$ cat config.mk
export PLATFORM = sky130hd
export DESIGN_NAME = alink_glb_ctrl
export DESIGN_NICKNAME = d
export VERILOG_FILES = /design/src/rtl/alink_pkg.sv /design/src/rtl/alink_ctrl_reg.sv /design/src/rtl/alink_sta_reg.sv /design/src/rtl/alink_sem.sv /design/src/rtl/alink_glb_ctrl.sv
export SDC_FILE = /design/constraint.sdc
export NUM_CORES = 1
export LEC_CHECK = 0
export BUFFER_PORTS_ARGS = -buffer_cell sky130_fd_sc_hd__buf_2
export CAP_MARGIN = 20
export CORE_MARGIN = 5
export CORE_UTILIZATION = 30
export DETAILED_ROUTE_END_ITERATION = 12
export PLACE_DENSITY = 0.76
export SYNTH_ARGS = -nofsm -noshare
export SYNTH_HDL_FRONTEND = slang
export SYNTH_SLANG_ARGS = --single-unit
export TNS_END_PERCENT = 10
$ cat constraint.sdc
create_clock -name clk_i -period 1.4 [get_ports clk_i]
set_input_delay 0.14 -clock clk_i [delete_from_list [all_inputs] [get_ports clk_i]]
set_output_delay 0.14 -clock clk_i [all_outputs]
set_load 0.02 [all_outputs]
$ cat src/rtl/alink_pkg.sv
package alink_pkg;
  localparam int unsigned ADDR_W = 8;
  localparam int unsigned DATA_W = 32;
  localparam logic [ADDR_W-1:0] CTRL_OFF = 8'h2C;
  localparam logic [ADDR_W-1:0] STA_OFF  = 8'h30;
  localparam logic [ADDR_W-1:0] SEM_OFF  = 8'h34;
  localparam int unsigned N_SDIN = 3;
  localparam int unsigned N_CHIRQ = 5;
  localparam logic [1:0] CHAN_RSVD = 2'd3;
endpackage

$ cat src/rtl/alink_ctrl_reg.sv
module alink_ctrl_reg
  import alink_pkg::*;
#(
  parameter int unsigned WARM_CYCLES = 16
) (
  input  logic              clk_i,
  input  logic              rst_ni,
  input  logic              wr_i,
  input  logic [DATA_W-1:0] wdata_i,
  output logic [DATA_W-1:0] ctrl_o,
  output logic              cold_rel_o,
  output logic              warm_o,
  output logic              link_off_o,
  output logic [1:0]        chan_o,
  output logic              wide_o,
  output logic              gpi_ie_o,
  output logic [N_SDIN-1:0] res_ie_o
);
  localparam int unsigned CNT_W = $clog2(WARM_CYCLES + 1);

  logic              gpi_ie_q, cold_rel_q, link_off_q, wide_q, warm_q;
  logic [N_SDIN-1:0] res_ie_q;
  logic [1:0]        chan_q;
  logic [CNT_W-1:0]  cnt_q;
  logic              unused_wd;

  assign unused_wd = ^{wdata_i[31:23], wdata_i[19:7]};

  always_ff @(posedge clk_i or negedge rst_ni) begin
    if (!rst_ni) begin
      gpi_ie_q   <= 1'b0;
      cold_rel_q <= 1'b0;
      link_off_q <= 1'b0;
      res_ie_q   <= '0;
      chan_q     <= '0;
      wide_q     <= 1'b0;
    end else if (wr_i) begin
      gpi_ie_q   <= wdata_i[0];
      cold_rel_q <= wdata_i[1];
      link_off_q <= wdata_i[3];
      res_ie_q   <= wdata_i[6:4];
      wide_q     <= wdata_i[22];
      if (wdata_i[21:20] != CHAN_RSVD) chan_q <= wdata_i[21:20];
    end
  end

  // warm reset timer; cold reset (old or newly written) overrides
  always_ff @(posedge clk_i or negedge rst_ni) begin
    if (!rst_ni) begin
      warm_q <= 1'b0;
      cnt_q  <= '0;
    end else if (wr_i && !wdata_i[1]) begin
      warm_q <= 1'b0;
      cnt_q  <= '0;
    end else if (wr_i && wdata_i[2] && cold_rel_q && !warm_q) begin
      warm_q <= 1'b1;
      cnt_q  <= CNT_W'(WARM_CYCLES);
    end else if (warm_q) begin
      if (cnt_q == CNT_W'(1)) begin
        warm_q <= 1'b0;
        cnt_q  <= '0;
      end else begin
        cnt_q <= cnt_q - CNT_W'(1);
      end
    end
  end

  always_comb begin
    ctrl_o        = '0;
    ctrl_o[0]     = gpi_ie_q;
    ctrl_o[1]     = cold_rel_q;
    ctrl_o[2]     = warm_q;
    ctrl_o[3]     = link_off_q;
    ctrl_o[6:4]   = res_ie_q;
    ctrl_o[21:20] = chan_q;
    ctrl_o[22]    = wide_q;
  end

  assign cold_rel_o = cold_rel_q;
  assign warm_o     = warm_q;
  assign link_off_o = link_off_q;
  assign chan_o     = chan_q;
  assign wide_o     = wide_q;
  assign gpi_ie_o   = gpi_ie_q;
  assign res_ie_o   = res_ie_q;
endmodule

$ cat src/rtl/alink_sta_reg.sv
module alink_sta_reg
  import alink_pkg::*;
#(
  parameter bit CAP_4CH = 1'b1,
  parameter bit CAP_6CH = 1'b0
) (
  input  logic               clk_i,
  input  logic               rst_ni,
  input  logic               wr_i,
  input  logic [DATA_W-1:0]  wdata_i,
  input  logic [N_SDIN-1:0]  ready_i,
  input  logic [N_SDIN-1:0]  resume_i,
  input  logic [N_CHIRQ-1:0] chirq_i,
  input  logic               gpi_i,
  input  logic               rdone_i,
  input  logic               apd_i,
  input  logic               mpd_i,
  output logic [DATA_W-1:0]  sta_o,
  output logic [N_SDIN-1:0]  res_flag_o,
  output logic               gpi_flag_o
);
  logic [N_SDIN-1:0] res_q, res_clr;
  logic              rcs_q, gsc_q, rcs_clr, gsc_clr;
  logic              unused_wd;

  assign unused_wd = ^{wdata_i[31:30], wdata_i[28:16], wdata_i[14:12], wdata_i[9:1]};
  assign res_clr   = wr_i ? {wdata_i[29], wdata_i[11], wdata_i[10]} : '0;
  assign rcs_clr   = wr_i & wdata_i[15];
  assign gsc_clr   = wr_i & wdata_i[0];

  // set wins over a simultaneous clear
  always_ff @(posedge clk_i or negedge rst_ni) begin
    if (!rst_ni) begin
      res_q <= '0;
      rcs_q <= 1'b0;
      gsc_q <= 1'b0;
    end else begin
      res_q <= (res_q & ~res_clr) | resume_i;
      rcs_q <= (rcs_q & ~rcs_clr) | rdone_i;
      gsc_q <= (gsc_q & ~gsc_clr) | gpi_i;
    end
  end

  always_comb begin
    sta_o     = '0;
    sta_o[0]  = gsc_q;
    sta_o[1]  = chirq_i[0];
    sta_o[2]  = chirq_i[1];
    sta_o[5]  = chirq_i[2];
    sta_o[6]  = chirq_i[3];
    sta_o[7]  = chirq_i[4];
    sta_o[8]  = ready_i[0];
    sta_o[9]  = ready_i[1];
    sta_o[10] = res_q[0];
    sta_o[11] = res_q[1];
    sta_o[15] = rcs_q;
    sta_o[16] = apd_i;
    sta_o[17] = mpd_i;
    sta_o[20] = CAP_4CH;
    sta_o[21] = CAP_6CH;
    sta_o[28] = ready_i[2];
    sta_o[29] = res_q[2];
  end

  assign res_flag_o = res_q;
  assign gpi_flag_o = gsc_q;
endmodule

$ cat src/rtl/alink_sem.sv
module alink_sem (
  input  logic clk_i,
  input  logic rst_ni,
  input  logic rd_i,
  input  logic done_i,
  output logic sem_o
);
  logic sem_q;

  // release first, then a read claims the bit if it returned 0
  always_ff @(posedge clk_i or negedge rst_ni) begin
    if (!rst_ni)     sem_q <= 1'b0;
    else if (rd_i)   sem_q <= sem_q ? !done_i : 1'b1;
    else if (done_i) sem_q <= 1'b0;
  end

  assign sem_o = sem_q;
endmodule

$ cat src/rtl/alink_glb_ctrl.sv
module alink_glb_ctrl
  import alink_pkg::*;
#(
  parameter int unsigned WARM_CYCLES = 16,
  parameter bit          CAP_4CH     = 1'b1,
  parameter bit          CAP_6CH     = 1'b0
) (
  input  logic         clk_i,
  input  logic         rst_ni,
  input  logic [7:0]   reg_addr_i,
  input  logic         reg_wr_i,
  input  logic         reg_rd_i,
  input  logic [31:0]  reg_wdata_i,
  output logic [31:0]  reg_rdata_o,
  input  logic [2:0]   codec_ready_i,
  input  logic [2:0]   resume_evt_i,
  input  logic [4:0]   chan_irq_i,
  input  logic         gpi_evt_i,
  input  logic         rd_done_i,
  input  logic         access_done_i,
  input  logic         audio_pd_i,
  input  logic         modem_pd_i,
  output logic         cold_rst_no,
  output logic         warm_rst_o,
  output logic         link_off_o,
  output logic [1:0]   chan_sel_o,
  output logic         wide_smp_o,
  output logic         irq_o
);
  logic [DATA_W-1:0] ctrl_word, sta_word;
  logic              wr_ctrl, wr_sta, rd_sem, sem_bit;
  logic              cold_rel, gpi_ie, gpi_flag;
  logic [N_SDIN-1:0] res_ie, res_flag;

  assign wr_ctrl = reg_wr_i && (reg_addr_i == CTRL_OFF);
  assign wr_sta  = reg_wr_i && (reg_addr_i == STA_OFF);
  assign rd_sem  = reg_rd_i && (reg_addr_i == SEM_OFF);

  alink_ctrl_reg #(.WARM_CYCLES(WARM_CYCLES)) u_ctrl (
    .clk_i, .rst_ni,
    .wr_i       (wr_ctrl),
    .wdata_i    (reg_wdata_i),
    .ctrl_o     (ctrl_word),
    .cold_rel_o (cold_rel),
    .warm_o     (warm_rst_o),
    .link_off_o (link_off_o),
    .chan_o     (chan_sel_o),
    .wide_o     (wide_smp_o),
    .gpi_ie_o   (gpi_ie),
    .res_ie_o   (res_ie)
  );

  alink_sta_reg #(.CAP_4CH(CAP_4CH), .CAP_6CH(CAP_6CH)) u_sta (
    .clk_i, .rst_ni,
    .wr_i       (wr_sta),
    .wdata_i    (reg_wdata_i),
    .ready_i    (codec_ready_i),
    .resume_i   (resume_evt_i),
    .chirq_i    (chan_irq_i),
    .gpi_i      (gpi_evt_i),
    .rdone_i    (rd_done_i),
    .apd_i      (audio_pd_i),
    .mpd_i      (modem_pd_i),
    .sta_o      (sta_word),
    .res_flag_o (res_flag),
    .gpi_flag_o (gpi_flag)
  );

  alink_sem u_sem (
    .clk_i, .rst_ni,
    .rd_i   (rd_sem),
    .done_i (access_done_i),
    .sem_o  (sem_bit)
  );

  always_comb begin
    unique case (reg_addr_i)
      CTRL_OFF: reg_rdata_o = ctrl_word;
      STA_OFF:  reg_rdata_o = sta_word;
      SEM_OFF:  reg_rdata_o = {31'd0, sem_bit};
      default:  reg_rdata_o = '0;
    endcase
  end

  assign cold_rst_no = cold_rel;
  assign irq_o = (|chan_irq_i) | (|(res_flag & res_ie)) | (gpi_flag & gpi_ie);
endmodule

==> results_tabular.tex <==
\begin{tabular}{lr}
\hline
Metric & Value \\
\hline
\multicolumn{2}{l}{\textbf{Critical path}} \\
Family with the most delay on the worst path & compound AO/OA/AOI/OAI gates \\
Critical path peak fanout & 3 \\
Critical path's slowest cell & sky130\_fd\_sc\_hd\_\_a222oi\_1 \\
Data required time at the worst endpoint & 1260 ps \\
CP startpoint kind & flop \\
Arr. time, crit path & 1390 ps \\
Count of buffering cells on the critical path with inverters included & 1 \\
Ordered list of cells on the worst path & a222oi\_1 > nand3\_1 > buf\_2 \\
Slowest Stage Delay on Critical Path & 420 ps \\
Sort of element at the end of the critical path & output port \\
Worst setup path class & reg -> out \\
\multicolumn{2}{l}{\textbf{Power and ir drop}} \\
VDD IR max & 0.381 mV \\
Total power after layout & 1.89 mW \\
Power density cells & 879 nW/µm² \\
Leak pwr & about 1.1 nW \\
\multicolumn{2}{l}{\textbf{Clocking}} \\
Max clock buf depth & 2 \\
TritonCTS clock tree & built \\
Clock transition at path regs & 80 ps \\
Number of buffers added by the clock tree synthesis step & 3 \\
Worst skew pair latency & 260 ps \\
Maximum level of the CTS H-tree & 1 \\
Clock tree root buffer cell & sky130\_fd\_sc\_hd\_\_clkbuf\_8 \\
Sinks on the clock net & 21 \\
\multicolumn{2}{l}{\textbf{Finish}} \\
Number of nets in the layout & 281 \\
Highest-count cells in the layout ignoring fill and taps & sky130\_fd\_sc\_hd\_\_buf\_2, sky130\_fd\_sc\_hd\_\_buf\_4, sky130\_fd\_sc\_hd\_\_buf\_6, sky130\_fd\_sc\_hd\_\_dfrtp\_1, sky130\_fd\_sc\_hd\_\_conb\_1 \\
Seq. cell area & 527 µm² \\
Antenna fix cells & 0 \\
Area growth from synthesis to layout & 57.8\% \\
Final-layout fill cell count & 401 \\
Share of post-route cells with drive strength above 1 & 0.564 \\
Leading cell type in the layout, fill and taps excluded & sky130\_fd\_sc\_hd\_\_buf\_2 \\
Area of combinational cells with multiple inputs & 818 µm² \\
\multicolumn{2}{l}{\textbf{STA}} \\
Max Clock Skew & around 2.2 ps \\
Setup repair after global routing missed its margin & true \\
Final period demand of the worst path & 1530 ps \\
Accumulated negative setup slack & -318 ps \\
Final worst-path setup slack & -127 ps \\
Finish-stage setup viols & 8 \\
Final worst path period share & 1.09 \\
Final hold viol count & 0 \\
Final max-slew violation count & 0 \\
Highest achievable clock rate & 655 MHz \\
Worst hold slack after final layout & approximately 53 ps \\
\multicolumn{2}{l}{\textbf{Routing}} \\
DR vias/cell & roughly 5 \\
Drt pass-1 iters & 4 \\
Detailed Route WL & slightly above 4000 µm \\
\# DRC & 0 \\
Antenna viol nets, final & 0 \\
Violation count after the first detailed-route iteration & a little over 40 \\
Final routed wire length divided by cell count & 14.9 µm \\
Via count of the routed design & $\sim$1,300 \\
\multicolumn{2}{l}{\textbf{Synth}} \\
Synthesized area per cell & 10.5 µm² \\
Primary FF master, synth & sky130\_fd\_sc\_hd\_\_dfrtp\_1 \\
Sequential cell area fraction in the yosys report & 0.385 \\
Number of different library cells in the post-synthesis netlist & 41 \\
Cells after Synth & 130 \\
Number of flip-flops and latches in the synthesized netlist & 21 \\
Yosys warnings & 0 \\
Number of enable flip-flop cells after synthesis & 0 \\
FFs w/ async S/R, synth & 1.00 \\
Cell area after synthesis & 1370 µm² \\
\multicolumn{2}{l}{\textbf{Floorplanning}} \\
Total core area & around 4400 µm² \\
Number of top-level design ports & 99 \\
Row cnt & 24 \\
Initial core utilization & 0.311 \\
Die outline width & slightly below 80 µm \\
Die Outline Area & 6000 µm² \\
Die height & 77.5 µm \\
\multicolumn{2}{l}{\textbf{Run}} \\
MaxCap Viol Count & 0 \\
\multicolumn{2}{l}{\textbf{GRT}} \\
First-pass GRT wire length & 6150 µm \\
Gr usage total & 0.125 \\
Number of antenna violations at the first check in global routing & 0 \\
Pin count of the biggest net entering global routing & 22 \\
GRT Residual Overflow & 0 \\
Number of global-route vias before repair & 1,348 \\
\multicolumn{2}{l}{\textbf{Hold path}} \\
Min-delay worst type & in -> reg \\
\multicolumn{2}{l}{\textbf{Status}} \\
Violations in the final reports & negative setup slack \\
Outcome & complete, but fails checks \\
\multicolumn{2}{l}{\textbf{Placed design}} \\
Gp weighted congestion & 0.763 \\
HPWL Detailed & 3070 µm \\
Number of buffers inserted by port buffering & 68 \\
\hline
\end{tabular}
[cell type report]
| cell class | instances | area share |
|---|---|---|
| sequential | 21 | 0.244 |
| multi-input combinational | 95 | 0.380 |
| inverter | 4 | 0.00697 |
| clock buffer | 3 | 0.0192 |
| tap | 52 | 0.0302 |
| clock inverter | 1 | 0.00232 |
| timing repair buffer | 94 | 0.317 |
[cell usage after synthesis (2+ instances only)]
master / n / area, µm²
sky130_fd_sc_hd__nor4bb_1: 2 / 20.0
sky130_fd_sc_hd__dfrtp_1: 21 / 526
sky130_fd_sc_hd__a21oi_1: 4 / 20.0
sky130_fd_sc_hd__a22o_1: 4 / 35.0
sky130_fd_sc_hd__ha_1: 2 / 25.0
sky130_fd_sc_hd__mux2i_1: 2 / 20.0
sky130_fd_sc_hd__a21o_1: 6 / 45.0
sky130_fd_sc_hd__or4b_1: 2 / 20.0
sky130_fd_sc_hd__nand3_1: 3 / 15.0
sky130_fd_sc_hd__mux2_4: 6 / 90.1
sky130_fd_sc_hd__nand2b_1: 3 / 18.8
sky130_fd_sc_hd__a2bb2oi_1: 2 / 17.5
sky130_fd_sc_hd__nor2_1: 2 / 7.51
sky130_fd_sc_hd__nand2_1: 3 / 11.3
sky130_fd_sc_hd__nand4_1: 6 / 37.5
sky130_fd_sc_hd__and3_1: 15 / 93.8
sky130_fd_sc_hd__nor4_1: 3 / 18.8
sky130_fd_sc_hd__buf_4: 14 / 105
sky130_fd_sc_hd__o22a_1: 2 / 17.5
sky130_fd_sc_hd__inv_1: 4 / 15.0
sky130_fd_sc_hd__clkbuf_1: 4 / 15.0
[sequential cells by signal, indices dropped and copies added, names as in the netlist, 2 cells and up]
name / flops
u_ctrl.chan_o: 2
u_ctrl.cnt_q: 5
u_ctrl.res_ie_o: 3
u_sta.res_flag_o: 3
[final timing paths]
kind	endpoint	cells past startpoint	from	slack (ps)
max	irq_o	3	u_sta.res_flag_o[2]$_DFF_PN0_	-130
min	u_sta.res_flag_o[0]$_DFF_PN0_	2	resume_evt_i[0]	50
max reg2reg	u_ctrl.cnt_q[2]$_DFFE_PN0P_	5	u_ctrl.cnt_q[1]$_DFFE_PN0P_	-50
min reg2reg	u_sem.sem_o$_DFFE_PN0P_	1	u_sem.sem_o$_DFFE_PN0P_	480
max in group asynchronous	u_ctrl.warm_o$_DFF_PN0_	2	rst_ni	650
min in group asynchronous	u_ctrl.link_off_o$_DFFE_PN0N_	2	rst_ni	380
[layer usage]
metal / part of all wire / wire length (µm) / vias to the layer above / GRT usage
met5: 0 / 0 / - / 0
met1: 0.40 / 1600 / 642 / 0.145
met4: 0.0062 / 25 / 0 / 0.0412
met2: 0.54 / 2180 / 42 / 0.227
met3: 0.058 / 232 / 2 / 0.0243
li1: - / - / 642 / -
[repair_timing]
item / in CTS / in global routing
hold endpoints to repair: 21 / 0
setup buffers: 0 / 4
setup endpoints to repair: 10 / 26
hold buffers: 1 / 0
pin swaps: 6 / 11
resized for setup: 12 / 47
[cells by family after synthesis]
kind of cell | synth area share
flops | 0.385
simple gates | 0.263
compound gates | 0.127
other cells | 0.00275
mux | 0.0889
buf+inv | 0.115
fa+ha+maj | 0.0183
[power breakdown]
group          total, mW  switching [mW]  leakage [nW]  internal [mW]
clock              0.403           0.204        0.0255          0.198
sequential         0.819           0.110         0.253          0.709
combinational      0.674           0.312         0.821          0.362
[per-stage QoR]
| stage | util | instance area [µm²] | worst slack, ps | std cells |
|---|---|---|---|---|
| 2_1_floorplan | - | 1410 | 0.956 | 141 |
| 3_3_place_gp | 0.418 | 1830 | -185 | 261 |
| 3_5_place_dp | 0.418 | 1830 | -210 | 261 |
| 4_1_cts | 0.440 | 1930 | -148 | 266 |
| 5_1_grt | 0.491 | 2150 | -232 | 270 |
| 6_report | 0.491 | 2150 | -127 | 270 |
Note: power is estimated with default switching activity, not from simulation.
